===== src/rtl/sio_slave_pkg.sv =====
package sio_slave_pkg;

  // Idle level of the polarity-corrected serial clock
  localparam logic K_IDLE = 1'b1;

  typedef struct packed {
    logic cpol;
    logic dphase;
    logic len7;
    logic lsb_first;
    logic cont;
  } sio_cfg_t;

endpackage


===== src/rtl/sio_edge_sync.sv =====
module sio_edge_sync #(
  parameter int SYNC_STAGES = 2
) (
  input  logic clk,
  input  logic rst_n,
  input  logic sclk_i,
  input  logic sdi_i,
  input  logic cpol,
  output logic k_rise,
  output logic k_fall,
  output logic sdi_s
);
  import sio_slave_pkg::*;

  localparam int KW = SYNC_STAGES + 1;

  logic [KW-1:0]          k_q, k_n;
  logic [SYNC_STAGES-1:0] d_q, d_n;

  // Polarity is applied before the synchroniser so a polarity change that
  // coincides with the matching pin change produces no internal edge.
  always_comb begin
    k_n = {k_q[KW-2:0], sclk_i ^ cpol};
    d_n = {d_q[SYNC_STAGES-2:0], sdi_i};
  end

  always_ff @(posedge clk or negedge rst_n) begin
    if (!rst_n) begin
      k_q <= {KW{K_IDLE}};
      d_q <= '0;
    end else begin
      k_q <= k_n;
      d_q <= d_n;
    end
  end

  assign k_rise = ~k_q[KW-1] &  k_q[KW-2];
  assign k_fall =  k_q[KW-1] & ~k_q[KW-2];
  assign sdi_s  =  d_q[SYNC_STAGES-1];

endmodule


===== src/rtl/sio_shift_core.sv =====
module sio_shift_core #(
  parameter int DATA_W = 8
) (
  input  logic              clk,
  input  logic              rst_n,
  input  logic              drv_edge,
  input  logic              smp_edge,
  input  logic              sdi_s,
  input  logic              dphase,
  input  logic              len7,
  input  logic              lsb_first,
  input  logic [DATA_W-1:0] tx_word,
  output logic              sdo,
  output logic              frame_start,
  output logic              frame_done,
  output logic [DATA_W-1:0] rx_word
);

  localparam int CNT_W = $clog2(DATA_W);

  logic [CNT_W-1:0]  scnt, scnt_n;   // bits captured in this frame
  logic [CNT_W-1:0]  oidx, oidx_n;   // index of the bit on the output
  logic [DATA_W-1:0] txw, txw_n;
  logic [DATA_W-1:0] rxa, rx_next;
  logic [CNT_W-1:0]  last_idx, opos, spos, first_pos;
  logic              idle;

  assign last_idx  = len7 ? CNT_W'(DATA_W - 2) : CNT_W'(DATA_W - 1);
  assign opos      = lsb_first ? oidx : last_idx - oidx;
  assign spos      = lsb_first ? scnt : last_idx - scnt;
  assign first_pos = lsb_first ? '0 : last_idx;
  assign idle      = (scnt == '0);

  assign frame_start = idle & (dphase ? smp_edge : drv_edge);
  assign frame_done  = smp_edge & (scnt == last_idx);

  always_comb begin
    txw_n  = txw;
    oidx_n = oidx;
    if (frame_start) begin
      txw_n  = tx_word;
      oidx_n = '0;
    end else if (drv_edge && !idle) begin
      oidx_n = oidx + 1'b1;
    end
  end

  always_comb begin
    rx_next       = idle ? '0 : rxa;
    rx_next[spos] = sdi_s;
  end

  always_comb begin
    scnt_n = scnt;
    if (smp_edge) scnt_n = (scnt == last_idx) ? '0 : scnt + 1'b1;
  end

  always_ff @(posedge clk or negedge rst_n) begin
    if (!rst_n) begin
      scnt <= '0;
      oidx <= '0;
      txw  <= '0;
      rxa  <= '0;
    end else begin
      scnt <= scnt_n;
      oidx <= oidx_n;
      txw  <= txw_n;
      if (smp_edge) rxa <= rx_next;
    end
  end

  // Early-phase mode shows the holding word's first bit while idle
  assign sdo     = (dphase && idle) ? tx_word[first_pos] : txw[opos];
  assign rx_word = rx_next;

  assert_count_in_frame_R3: assert property (@(posedge clk) disable iff (!rst_n)
    scnt <= last_idx);

  assert_done_rewinds_R3: assert property (@(posedge clk) disable iff (!rst_n)
    frame_done |=> idle);

endmodule


===== src/rtl/sio_slave_chan.sv =====
module sio_slave_chan #(
  parameter int DATA_W      = 8,
  parameter int SYNC_STAGES = 2
) (
  input  logic              clk,
  input  logic              rst_n,
  input  logic              sclk_i,
  input  logic              sdi_i,
  output logic              sdo_o,
  input  logic              cfg_cpol,
  input  logic              cfg_dphase,
  input  logic              cfg_len7,
  input  logic              cfg_lsb_first,
  input  logic              cfg_cont,
  input  logic              tx_wr,
  input  logic [DATA_W-1:0] tx_data,
  input  logic              rx_rd,
  output logic [DATA_W-1:0] rx_data,
  input  logic              ovr_clr,
  output logic              irq_o,
  output logic              ovr_o
);
  import sio_slave_pkg::*;

  sio_cfg_t cfg;
  assign cfg = '{cpol: cfg_cpol, dphase: cfg_dphase, len7: cfg_len7,
                 lsb_first: cfg_lsb_first, cont: cfg_cont};

  logic k_rise, k_fall, sdi_s, drv_edge, smp_edge;
  logic frame_start, frame_done;
  logic [DATA_W-1:0] rx_word;

  logic [DATA_W-1:0] tx_buf, rx_buf, rx_buf_n;
  logic rx_full, rx_full_n, ovr_q, ovr_n, irq_q, irq_n;

  sio_edge_sync #(.SYNC_STAGES(SYNC_STAGES)) u_sync (
    .clk(clk), .rst_n(rst_n), .sclk_i(sclk_i), .sdi_i(sdi_i), .cpol(cfg.cpol),
    .k_rise(k_rise), .k_fall(k_fall), .sdi_s(sdi_s)
  );

  assign drv_edge = cfg.dphase ? k_rise : k_fall;
  assign smp_edge = cfg.dphase ? k_fall : k_rise;

  sio_shift_core #(.DATA_W(DATA_W)) u_core (
    .clk(clk), .rst_n(rst_n), .drv_edge(drv_edge), .smp_edge(smp_edge),
    .sdi_s(sdi_s), .dphase(cfg.dphase), .len7(cfg.len7),
    .lsb_first(cfg.lsb_first), .tx_word(tx_buf), .sdo(sdo_o),
    .frame_start(frame_start), .frame_done(frame_done), .rx_word(rx_word)
  );

  always_comb begin
    rx_buf_n  = rx_buf;
    rx_full_n = rx_full;
    ovr_n     = ovr_q;
    if (rx_rd)   rx_full_n = 1'b0;
    if (ovr_clr) ovr_n     = 1'b0;
    if (frame_done) begin
      rx_buf_n  = rx_word;
      rx_full_n = 1'b1;
      if (rx_full && !rx_rd) ovr_n = 1'b1;
    end
    irq_n = cfg.cont ? frame_start : frame_done;
  end

  always_ff @(posedge clk or negedge rst_n) begin
    if (!rst_n) begin
      tx_buf  <= '0;
      rx_buf  <= '0;
      rx_full <= 1'b0;
      ovr_q   <= 1'b0;
      irq_q   <= 1'b0;
    end else begin
      if (tx_wr) tx_buf <= tx_data;
      rx_buf  <= rx_buf_n;
      rx_full <= rx_full_n;
      ovr_q   <= ovr_n;
      irq_q   <= irq_n;
    end
  end

  assign rx_data = rx_buf;
  assign irq_o   = irq_q;
  assign ovr_o   = ovr_q;

  assert_overrun_set_R9: assert property (@(posedge clk) disable iff (!rst_n)
    (frame_done && rx_full && !rx_rd) |=> ovr_o);

  assert_overrun_sticky_R9: assert property (@(posedge clk) disable iff (!rst_n)
    (ovr_o && !ovr_clr) |=> ovr_o);

  assert_rx_loaded_R6: assert property (@(posedge clk) disable iff (!rst_n)
    frame_done |=> (rx_data == $past(rx_word)));

  assert_irq_pulse_R8: assert property (@(posedge clk) disable iff (!rst_n)
    irq_o |=> !irq_o);

  assert_irq_single_at_end_R7: assert property (@(posedge clk) disable iff (!rst_n)
    (irq_o && !cfg_cont) |-> $past(frame_done));

endmodule


===== config.mk =====
export PLATFORM = sky130hd
export DESIGN_NAME = sio_slave_chan
export DESIGN_NICKNAME = d
export VERILOG_FILES = /design/src/rtl/sio_slave_pkg.sv /design/src/rtl/sio_edge_sync.sv /design/src/rtl/sio_shift_core.sv /design/src/rtl/sio_slave_chan.sv
export SDC_FILE = /design/constraint.sdc
export NUM_CORES = 1
export LEC_CHECK = 0
export ABC_AREA = 1
export ABC_CLOCK_PERIOD_IN_PS = 1500
export BUFFER_PORTS_ARGS = -buffer_cell sky130_fd_sc_hd__buf_2
export CORE_ASPECT_RATIO = 1.75
export CORE_MARGIN = 5
export CORE_UTILIZATION = 51
export CTS_CLUSTER_SIZE = 8
export DETAILED_ROUTE_END_ITERATION = 7
export PLACE_DENSITY_LB_ADDON = 0.3
export SLEW_MARGIN = 20
export SYNTH_ARGS = -nofsm -noshare
export SYNTH_HDL_FRONTEND = slang
export SYNTH_SLANG_ARGS = --single-unit

===== constraint.sdc =====
create_clock -name clk -period 1.5 [get_ports clk]
set_input_delay 0.075 -clock clk [delete_from_list [all_inputs] [get_ports clk]]
set_output_delay 0.075 -clock clk [all_outputs]
set_load 0.02 [all_outputs]

==> results.cfg <==
[run_status]
outcome = finished with violations
violations = negative hold slack, negative setup slack

[clock_network]
clock_sink_count = 46
path_clk_slew_ps = 80
cts-root-buf = clkbuf_8
cts_buffers = 5
cts_tree = done
htreeDepth = 2
clock_latency_ps = 300
cts_max_path_buffers = 2

[timing]
fin_crit_ps = 1843
skew_ps = 9.280
tightest_slew_ps = 491.8
rsz0062_at_grt = yes
fin_setup_tns_ps = -3145
finalWorstSetupSlack_ps = -343.2
slew_headroom_pct = 67.21
slew_viol_final = 0
max_freq_ghz = 0.5425
hold_viol = 1
setup_viol = 17
fin_crit_sh_pct = 122.9
whs_ps = -1.055

[job]
maxCapViolCount = 0

[critical_path]
arrival_ps = 1770
end_kind = output port
cpPeakStageDelay_ps = 430
reg2reg_depth = 10
reg2reg_slack_ps = -220
crit_chain = ha_4 > ha_4 > nor2_4 > xnor2_4 > nand3_2 > nand3_2 > nand2_2 > buf_6
crit_buf_inv = 1
cp_top_family = flip-flops
slowest_stage = dfrtp_1
worstReg2RegStart = u_core.scnt[0]
rr_endpoint = u_core.rxa[6]
path_max_fanout = 2
cp-start-kind = flop
criticalPathCategory = reg -> out
crit_required_ps = 1420

[detailed_routing]
first_iter_violations = 97
drt_wl_total_mm = 5.844
dr.pass1.iters = 4
drc = 0
detail_route.wl_per_cell_um = 14.76
antenna_left = 0
via_count = 2115
viasPerCell = 5.341

[synth]
ys_warn_count = 0
syn_avg_cell_area_um2 = 8.308
syn_inst = 278
seq_area_frac_synth_pct = 50.00
synth_fp_nets = 305
synthXorXnorAreaFrac_pct = 0.7584
synthMuxAreaShare_pct = 0
netlist_area_um2 = 2310
synth_seq_cells = 46
ys_types = 28
synth_top_family_by_area = simple AND/OR/NAND/NOR gates
synth_compound_area_share_pct = 8.667
synthAdderAreaFrac_pct = 3.792
yosys.area_share.simple_pct = 29.79

[global_routing]
grt_max_degree = 27
grt_antenna_before_repair = 0
grt_pass1_wl_mm = 9.756
grt-ovfl-total = 0
grt_util_all_layers_pct = 21.18
grt_pass1_vias = 2206

[placement]
dpl_cell_area_um2 = 2670
gp_congestion = 0.9484
dp.cells = 369
dpl.hpwl_mm = 3.943
io_buffers = 30

[floorplan]
die_y_um = 99.03
core-area_um2 = 4404
io_pins = 31
fp.dieW_um = 60.87
start_util_pct = 52.44
dieArea_um2 = 6028
num_rows = 32

[layout]
fin_area_um2 = 3168
utilization_pct = 71.93
nNetsFinal = 371
nFillCells = 335
layout_commonest_cell = nand2_1
layout-drive-gt1-share_pct = 35.07
num_antenna_cells = 0
synthToLayoutAreaGrowth_pct = 37.16
final_cells = 396
mostFrequentLayoutCells = nand2_1, dfrtp_1, buf_2, nand3_1, inv_1

[power]
peakVddDrop_mv = 1.522
power_density_nw_per_um2 = 1752
leakage_nw = 1.623

[hold_path]
worstHoldPathCells = 3
min-delay-start = tx_data[5]
min_to = tx_buf[5]
hold_class = in -> reg
-- state kept, by name (all words and copies together), names as in the netlist --
name         count
irq_o            1
ovr_o            1
rx_data          8
rx_full          1
tx_buf           8
u_core.oidx      3
u_core.rxa       8
u_core.scnt      3
u_core.txw       8
u_sync.d_q       2
u_sync.k_q       3
-- worst max-delay path by stage --
stage,endpoint,startpoint,depth (start not counted),slack [ps]
6_report,sdo_o,u_core.oidx[0],8,-340
5_1_grt,sdo_o,u_core.oidx[0],11,-410
4_1_cts,sdo_o,u_core.oidx[0],9,-300
3_5_place_dp,sdo_o,u_core.oidx[0],9,-120
3_3_place_gp,sdo_o,u_core.oidx[0],9,-80
2_1_floorplan,rx_data[6],u_core.scnt[0],8,-10
-- kinds of logic (layout without fill, tap and decap cells) --
group | Yosys count | after routing
buffers and inverters | 37 | 104
AO/OA/AOI/OAI | 34 | 34
XOR/XNOR | 2 | 2
AND/OR/NAND/NOR | 152 | 152
adder cells (fa/ha/maj) | 7 | 7
flip-flops | 46 | 46
-- metal layers --
| layer | routed length (um) | global-route usage, % | up-vias |
|---|---|---|---|
| li1 | - | - | 1025 |
| met1 | 2075 | 23.32 | 1029 |
| met2 | 3422 | 38.83 | 43 |
| met3 | 174 | 3.408 | 18 |
| met4 | 171 | 7.513 | 0 |
| met5 | 0 | 0 | - |
-- cell usage after synthesis, drive strengths merged --
cell    instances  area, um2
a21oi           4      20.02
buf             4      32.53
clkbuf          1      3.750
dfrtp          43       1076
dfstp           3      78.83
ha              7      87.58
inv            32      125.1
nand2          98      387.9
nand3          37      185.2
nand3b          2      15.01
nand4           4      25.02
nor2           10      68.82
o21ai          29      167.7
o22ai           1      12.51
or2             1      6.260
xnor2           1      8.760
xor2            1      8.760
-- what timing repair did --
item                       CTS  global route
hold endpoints to repair    26             0
pin swaps                   22            14
gates resized for setup     33            18
hold buffers                11             0
setup endpoints to repair   17            29
buffers inserted             5             3
-- through the flow --
stage | worst slack (ps) | power (mW)
finish | -343.2 | 5.549
global route | -406.7 | 5.964
CTS | -297.9 | 5.329
detailed placement | -121.5 | 4.072
global placement | -83.54 | 4.004
floorplan | -14.86 | 3.353
-- power by group --
group	total (mW)	internal, mW	switching [mW]
clock	0.769	0.376	0.393
sequential	1.90	1.63	0.277
combinational	2.88	1.26	1.62
-- tightest hold or removal path, cell delays in order --
cell     delay (ps)
buf_2            70
nand2_1          40
o21ai_0          70
-- final cells by class --
| type | count | area, um2 | area share [%] |
|---|---|---|---|
| well taps | 51 | 63.81 | 2.014 |
| flip-flops and latches | 46 | 1155 | 36.45 |
| clock buffers | 8 | 90.09 | 2.844 |
| inverters | 32 | 130.1 | 4.107 |
| multi-input cells | 195 | 1234 | 38.94 |
| repair buffers | 64 | 495.5 | 15.64 |
Power figures use the tool's default switching activity.
